### src/rtl/sram_lane_pkg.sv
package sram_lane_pkg;

  typedef enum logic [2:0] {
    S_IDLE,
    S_RD,
    S_WR,
    S_HOLD,
    S_TURN
  } seq_st_e;

  function automatic int ceil_div(input int a, input int b);
    return (a + b - 1) / b;
  endfunction

  function automatic int max2(input int a, input int b);
    return (a > b) ? a : b;
  endfunction

  // write pulse width per grade
  function automatic int pulse_ns(input int g);
    case (g)
      20:      return 15;
      25:      return 20;
      30:      return 25;
      35:      return 30;
      default: return 35;
    endcase
  endfunction

  // address valid (and chip enable) to end of write
  function automatic int addr_end_ns(input int g);
    case (g)
      20:      return 15;
      25:      return 20;
      30:      return 25;
      35:      return 30;
      default: return 40;
    endcase
  endfunction

  // data setup before end of write
  function automatic int dsetup_ns(input int g);
    case (g)
      20:      return 12;
      25:      return 15;
      30:      return 15;
      35:      return 20;
      default: return 25;
    endcase
  endfunction

endpackage

### src/rtl/sram_lane_map.sv
module sram_lane_map #(
  parameter int ORG   = 0,
  parameter int ROW_W = 17,
  parameter int LANES = 4,
  localparam int LPW  = LANES >> ORG,
  localparam int DW   = 8 * LPW,
  localparam int MW   = LPW,
  localparam int SELW = ORG,
  localparam int AW   = ROW_W + SELW,
  localparam int BW   = $clog2(LANES) + 1
) (
  input  logic [AW-1:0]        addr,
  input  logic [MW-1:0]        mask,
  input  logic [DW-1:0]        wdata,
  input  logic [8*LANES-1:0]   rd_bus,
  output logic [ROW_W-1:0]     row,
  output logic [LANES-1:0]     sel,
  output logic [LANES-1:0]     wr_lanes,
  output logic [8*LANES-1:0]   wr_bus,
  output logic [DW-1:0]        rd_word
);

  localparam logic [LANES-1:0] GRP = LANES'((1 << LPW) - 1);

  logic [BW-1:0] base;

  generate
    if (ORG == 0) begin : g_wide
      assign row  = addr;
      assign base = '0;
    end else begin : g_narrow
      assign row  = addr[AW-1:SELW];
      assign base = BW'(int'(addr[SELW-1:0]) * LPW);
    end
  endgenerate

  assign sel      = GRP << base;
  assign wr_lanes = sel & {(LANES/LPW){mask}};
  assign wr_bus   = {(LANES/LPW){wdata}};
  assign rd_word  = DW'(rd_bus >> (8 * base));

endmodule

### src/rtl/sram_seq.sv
module sram_seq
  import sram_lane_pkg::*;
#(
  parameter int RD_CYC  = 5,
  parameter int WP_CYC  = 4,
  parameter int REC_CYC = 1,
  parameter int CNT_W   = 4
) (
  input  logic    clk,
  input  logic    rst_n,
  input  logic    req_valid,
  input  logic    req_write,
  output logic    ready,
  output logic    accept,
  output seq_st_e st_nxt,
  output logic    done_d,
  output logic    rd_cap
);

  seq_st_e          st;
  logic [CNT_W-1:0] cnt, cnt_n;

  always_comb begin
    st_nxt = st;
    cnt_n  = cnt;
    done_d = 1'b0;
    rd_cap = 1'b0;
    ready  = (st == S_IDLE);
    accept = ready && req_valid;
    case (st)
      S_IDLE: if (accept) begin
        if (req_write) begin
          st_nxt = S_WR;
          cnt_n  = CNT_W'(WP_CYC - 1);
        end else begin
          st_nxt = S_RD;
          cnt_n  = CNT_W'(RD_CYC - 1);
        end
      end
      S_RD: if (cnt == '0) begin
        st_nxt = S_IDLE;
        done_d = 1'b1;
        rd_cap = 1'b1;
      end else begin
        cnt_n = cnt - 1'b1;
      end
      S_WR: if (cnt == '0) begin
        if (REC_CYC > 0) begin
          st_nxt = S_HOLD;
          cnt_n  = CNT_W'((REC_CYC > 0) ? REC_CYC - 1 : 0);
        end else begin
          st_nxt = S_TURN;
          done_d = 1'b1;
        end
      end else begin
        cnt_n = cnt - 1'b1;
      end
      S_HOLD: if (cnt == '0) begin
        st_nxt = S_TURN;
        done_d = 1'b1;
      end else begin
        cnt_n = cnt - 1'b1;
      end
      default: st_nxt = S_IDLE;
    endcase
  end

  always_ff @(posedge clk or negedge rst_n) begin
    if (!rst_n) begin
      st  <= S_IDLE;
      cnt <= '0;
    end else begin
      st  <= st_nxt;
      cnt <= cnt_n;
    end
  end

endmodule

### src/rtl/sram_lane_ctrl.sv
module sram_lane_ctrl
  import sram_lane_pkg::*;
#(
  parameter int CLK_NS   = 10,
  parameter int GRADE_NS = 45,
  parameter int ORG      = 0,
  parameter int CE_STYLE = 0,
  parameter int ROW_W    = 17,
  parameter int LANES    = 4,
  localparam int LPW     = LANES >> ORG,
  localparam int DW      = 8 * LPW,
  localparam int MW      = LPW,
  localparam int AW      = ROW_W + ORG
) (
  input  logic                 clk,
  input  logic                 rst_n,
  input  logic                 req_valid,
  output logic                 req_ready,
  input  logic                 req_write,
  input  logic [AW-1:0]        req_addr,
  input  logic [DW-1:0]        req_wdata,
  input  logic [MW-1:0]        req_mask,
  output logic                 rsp_done,
  output logic [DW-1:0]        rsp_rdata,
  output logic [ROW_W-1:0]     sram_addr,
  output logic [LANES-1:0]     sram_ce_n,
  output logic [LANES-1:0]     sram_we_n,
  output logic                 sram_oe_n,
  output logic [8*LANES-1:0]   sram_dq_out,
  output logic                 sram_dq_oe,
  input  logic [8*LANES-1:0]   sram_dq_in
);

  localparam int RD_CYC  = ceil_div(GRADE_NS, CLK_NS);
  localparam int WP_CYC  = ceil_div(max2(max2(pulse_ns(GRADE_NS), addr_end_ns(GRADE_NS)),
                                         dsetup_ns(GRADE_NS)), CLK_NS);
  localparam int WT_CYC  = max2(WP_CYC, ceil_div(GRADE_NS, CLK_NS));
  localparam int REC_CYC = WT_CYC - WP_CYC;
  localparam int CNT_W   = $clog2(max2(RD_CYC, WT_CYC) + 1);

  seq_st_e st_nxt;
  logic    accept, done_d, rd_cap;

  logic [AW-1:0]        addr_q, addr_d;
  logic [MW-1:0]        mask_q, mask_d;
  logic [ROW_W-1:0]     row_d;
  logic [LANES-1:0]     sel_d, wl_d;
  logic [8*LANES-1:0]   bus_d;
  logic [DW-1:0]        word_d;
  logic [LANES-1:0]     ce_d, we_d;
  logic                 oe_d, dqoe_d;

  sram_seq #(
    .RD_CYC (RD_CYC),
    .WP_CYC (WP_CYC),
    .REC_CYC(REC_CYC),
    .CNT_W  (CNT_W)
  ) i_seq (
    .clk      (clk),
    .rst_n    (rst_n),
    .req_valid(req_valid),
    .req_write(req_write),
    .ready    (req_ready),
    .accept   (accept),
    .st_nxt   (st_nxt),
    .done_d   (done_d),
    .rd_cap   (rd_cap)
  );

  assign addr_d = accept ? req_addr : addr_q;
  assign mask_d = accept ? req_mask : mask_q;

  sram_lane_map #(
    .ORG  (ORG),
    .ROW_W(ROW_W),
    .LANES(LANES)
  ) i_map (
    .addr    (addr_d),
    .mask    (mask_d),
    .wdata   (req_wdata),
    .rd_bus  (sram_dq_in),
    .row     (row_d),
    .sel     (sel_d),
    .wr_lanes(wl_d),
    .wr_bus  (bus_d),
    .rd_word (word_d)
  );

  // pin values for the cycle that follows this edge
  always_comb begin
    ce_d   = '1;
    we_d   = '1;
    oe_d   = 1'b1;
    dqoe_d = 1'b0;
    case (st_nxt)
      S_RD: begin
        ce_d = ~sel_d;
        oe_d = 1'b0;
      end
      S_WR: begin
        ce_d   = ~wl_d;
        we_d   = ~wl_d;
        dqoe_d = 1'b1;
      end
      S_HOLD: begin
        if (CE_STYLE != 0) we_d = ~wl_d;
        else               ce_d = ~wl_d;
      end
      default: ;
    endcase
  end

  always_ff @(posedge clk or negedge rst_n) begin
    if (!rst_n) begin
      addr_q      <= '0;
      mask_q      <= '0;
      sram_addr   <= '0;
      sram_dq_out <= '0;
      sram_ce_n   <= '1;
      sram_we_n   <= '1;
      sram_oe_n   <= 1'b1;
      sram_dq_oe  <= 1'b0;
      rsp_done    <= 1'b0;
      rsp_rdata   <= '0;
    end else begin
      if (accept) begin
        addr_q      <= req_addr;
        mask_q      <= req_mask;
        sram_addr   <= row_d;
        sram_dq_out <= bus_d;
      end
      sram_ce_n  <= ce_d;
      sram_we_n  <= we_d;
      sram_oe_n  <= oe_d;
      sram_dq_oe <= dqoe_d;
      rsp_done   <= done_d;
      if (rd_cap) rsp_rdata <= word_d;
    end
  end

endmodule

### config.mk
export PLATFORM = sky130hd
export DESIGN_NAME = sram_lane_ctrl
export DESIGN_NICKNAME = d
export VERILOG_FILES = /design/src/rtl/sram_lane_pkg.sv /design/src/rtl/sram_lane_map.sv /design/src/rtl/sram_seq.sv /design/src/rtl/sram_lane_ctrl.sv
export SDC_FILE = /design/constraint.sdc
export NUM_CORES = 1
export LEC_CHECK = 0
export ABC_AREA = 1
export BUFFER_PORTS_ARGS = -buffer_cell sky130_fd_sc_hd__buf_2
export CAP_MARGIN = 30
export CORE_MARGIN = 2
export CORE_UTILIZATION = 51
export CTS_CLUSTER_DIAMETER = 50
export DETAILED_ROUTE_END_ITERATION = 6
export PLACE_DENSITY = 0.84
export RECOVER_POWER = 25
export SLEW_MARGIN = 20
export SYNTH_ARGS = -nofsm -noshare
export SYNTH_HDL_FRONTEND = slang
export SYNTH_HIERARCHICAL = 1
export SYNTH_SLANG_ARGS = --single-unit
### constraint.sdc
create_clock -name clk -period 1.9 [get_ports clk]
set_input_delay 0.57 -clock clk [delete_from_list [all_inputs] [get_ports clk]]
set_output_delay 0.57 -clock clk [all_outputs]
set_load 0.02 [all_outputs]
==> flow_summary.yaml <==
global_route:
  grt_pass1_wl_microns: 17600
  grt_usage_pct: 19.4
  grt_max_degree: 91
  grt_pass1_vias: 3760
  grt_antenna_before_repair: 1
  gr-total-overflow: 0
worst_setup_path:
  crit_path_end: "req_ready"
  crit_start: "i_seq/st[2]"
  worst-r2r-setup-slack_ps: 90
  arrival_ps: 1320
  reg2reg_to: "rsp_rdata[22]"
  critPathMaxFanout: 2
  critPathRequiredTime_ps: 1330
  worstSetupPathType: "reg2out"
  cp_slowest_stage_delay_ps: 400
  r2r_start: "i_seq/cnt[0]"
  slowest_stage: "dfrtp_1"
  crit_chain: "nor2_2 -> nand2_2 -> inv_2 -> buf_6"
  reg2reg_depth: 11
  endpoint_kind: "primary output"
  worstSetupStartpointType: "register"
synthesis:
  synthFlopType: "dfrtp_1"
  ys_seq_elements: 119
  synth_top_area_share_pct: 50.0
  synth_top_area_cell: "dfrtp_1"
  synthArstFlopShare_pct: 100
  syn_inst: 626
  yosysSeqAreaShare_pct: 54.3
  ys_types: 24
  synth_edf_count: 0
  synth_commonest_cells: "134 x nand2_1, 115 x inv_1, 110 x dfrtp_1"
  syn_avg_cell_area_sq_um: 8.79
  synth_most_common_cell: "nand2_1"
  yosys_warnings: 6
  syn-cell-area_sq_um: 5500
  ys_top_cells_by_area: "dfrtp_1 50%, buf_4 12%, o21ai_0 9.5%"
hold_path:
  hp-class: "in2reg"
  hold_depth: 3
detailed_routing:
  wl_per_cell_microns: 13.1
  drc: 0
  vias: 4064
  dr.pass1.iters: 4
  final_antenna_net_count: 0
  wl_microns: 11700
  initialDrtViolationCount: 232
  viasPerCell: 4.54
final_layout:
  fillers: 876
  nets: 837
  syn2layout_area_growth_pct: 21.9
  design_area_sq_um: 6710
  antennaDiodeCount: 0
  final_layout_size_suffix_gt1_share_pct: 34.4
  post-route-util_pct: 64.4
  fin_cells: 895
clock_tree:
  clk_latency_ps: 500
  h-tree-depth: 4
  cts_buffers: 17
  clkTransAtPathRegs_ps: 60
  cts_buffer_depth: 2
  cts.sinks: 119
  root_buffer: "clkbuf_8"
  cts_tree: "yes"
place:
  dp_cells: 849
  place_area_sq_um: 5960
  dp_hpwl_microns: 7470
  place_congestion: 0.801
  io_buffers: 181
die:
  core_area_sq_um: 10400
  die_w_microns: 108
  initial_core_util_pct: 52.8
  ios: 182
  die-area_sq_um: 11600
  die_y_microns: 108
  num_rows: 37
sta:
  relSlewSlack_pct: 55.1
  slew_viol_final: 0
  fin_crit_sh_pct: 99.7
  setup_viol_count_final: 0
  report.final.hold_viol_count: 0
  rsz0062_at_grt: "yes"
  max_freq_mhz: 528
  tightest_slew_ps: 674
  clock_skew_ps: 16.6
  fin_crit_ps: 1890
pwr:
  ir_worst_vdd_uv: 990
  p_leak_uw: 0.00353
  power_uw: 12800
  p_per_area_nw_per_um2: 1900
job:
  maxCapViolations: 0
run_status:
  outcome: "finished, final reports clean"
-- logic make-up (layout without fill, tap and decap cells) --
| kind of cell | Yosys count | count (layout) | share of synthesized area, % |
|---|---|---|---|
| DFF | 119 | 119 | 54.3 |
| other | 1 | 4 | 0.0681 |
| adders and majority gates | 2 | 2 | 0.455 |
| buffers and inverters | 227 | 357 | 22.7 |
| and+or+nand+nor | 166 | 166 | 12.2 |
| AOI/OAI and AO/OA | 111 | 111 | 10.3 |
-- what timing repair did --
| item | CTS | global route |
|---|---|---|
| pin swaps | 2 | 2 |
| hold endpoints to repair | 21 | 0 |
| gates cloned | 0 | 5 |
| setup buffers | 4 | 4 |
| endpoints found under the setup margin | 1 | 24 |
| hold buffers | 1 | 0 |
| gates resized for setup | 5 | 10 |
-- power breakdown --
part	switching (uW)	internal [uW]	total [uW]
Sequential	554	3820	4380
Clock	1180	1780	2960
Combinational	3500	1940	5440
-- cell usage in the layout, fill, tap and decap left out, types with 3 or more instances in the layout --
cell type and instances:
nand3_1 8, dfstp_2 9, nor2_1 10, nor2_2 5, dfrtp_1 110, nor2_4 3, buf_2 179, conb_1 4
o21ai_0 99, clkinvlp_4 6, buf_12 4, clkbuf_16 21, clkbuf_1 4, nand3b_1 4, nand2_1 133, inv_6 3
inv_1 114, o21ai_1 7, buf_4 13
-- through the flow --
stage	setup slack (ps)	setup TNS [ps]	hold slack, ps
after floorplan	204	0	274
after global placement	194	0	464
after detailed placement	97.7	0	476
after CTS	21.9	0	252
after global routing	-75.2	-110	263
final	5.68	0	273
-- layer usage --
layer | wire length [microns] | GRT usage, % | up-vias
met3 | 715 | 6.11 | 9
li1 | - | - | 2036
met2 | 5900 | 32.8 | 130
met5 | 13 | 0 | -
met4 | 85 | 5.95 | 2
met1 | 4980 | 23.7 | 1887
-- layout make-up --
class	count	area (sq um)	area share (%)
clock inverter	13	124	1.85
sequential	119	2990	44.6
inverter	116	435	6.49
clock buffer	19	432	6.43
multi-input combinational	283	1310	19.5
timing repair buffer	209	1250	18.6
tap	136	170	2.54
-- flip-flops by register name (all words and copies together), names as in the netlist --
name / cells
rsp_rdata: 32
sram_dq_out: 32
addr_q: 17
sram_addr: 17
mask_q: 4
sram_ce_n: 4
sram_we_n: 4
i_seq/cnt: 3
i_seq/st: 3
rsp_done: 1
sram_dq_oe: 1
sram_oe_n: 1
-- worst min-delay path by stage --
| stage | from | end |
|---|---|---|
| floorplan | rst_n | addr_q[0] |
| global route | sram_dq_in[10] | rsp_rdata[10] |
| detailed placement | i_seq/cnt[1] | i_seq/cnt[1] |
| CTS | req_wdata[22] | sram_dq_out[22] |
| global placement | i_seq/cnt[1] | i_seq/cnt[1] |
| finish | req_wdata[22] | sram_dq_out[22] |
-- critical path, delay by kind of cell (launching register included) --
family                 cells  cell delay, ps
flip-flops                 1             400
AND/OR/NAND/NOR            2             240
buffers and inverters      2             180
(Power assumes the default switching activity.)
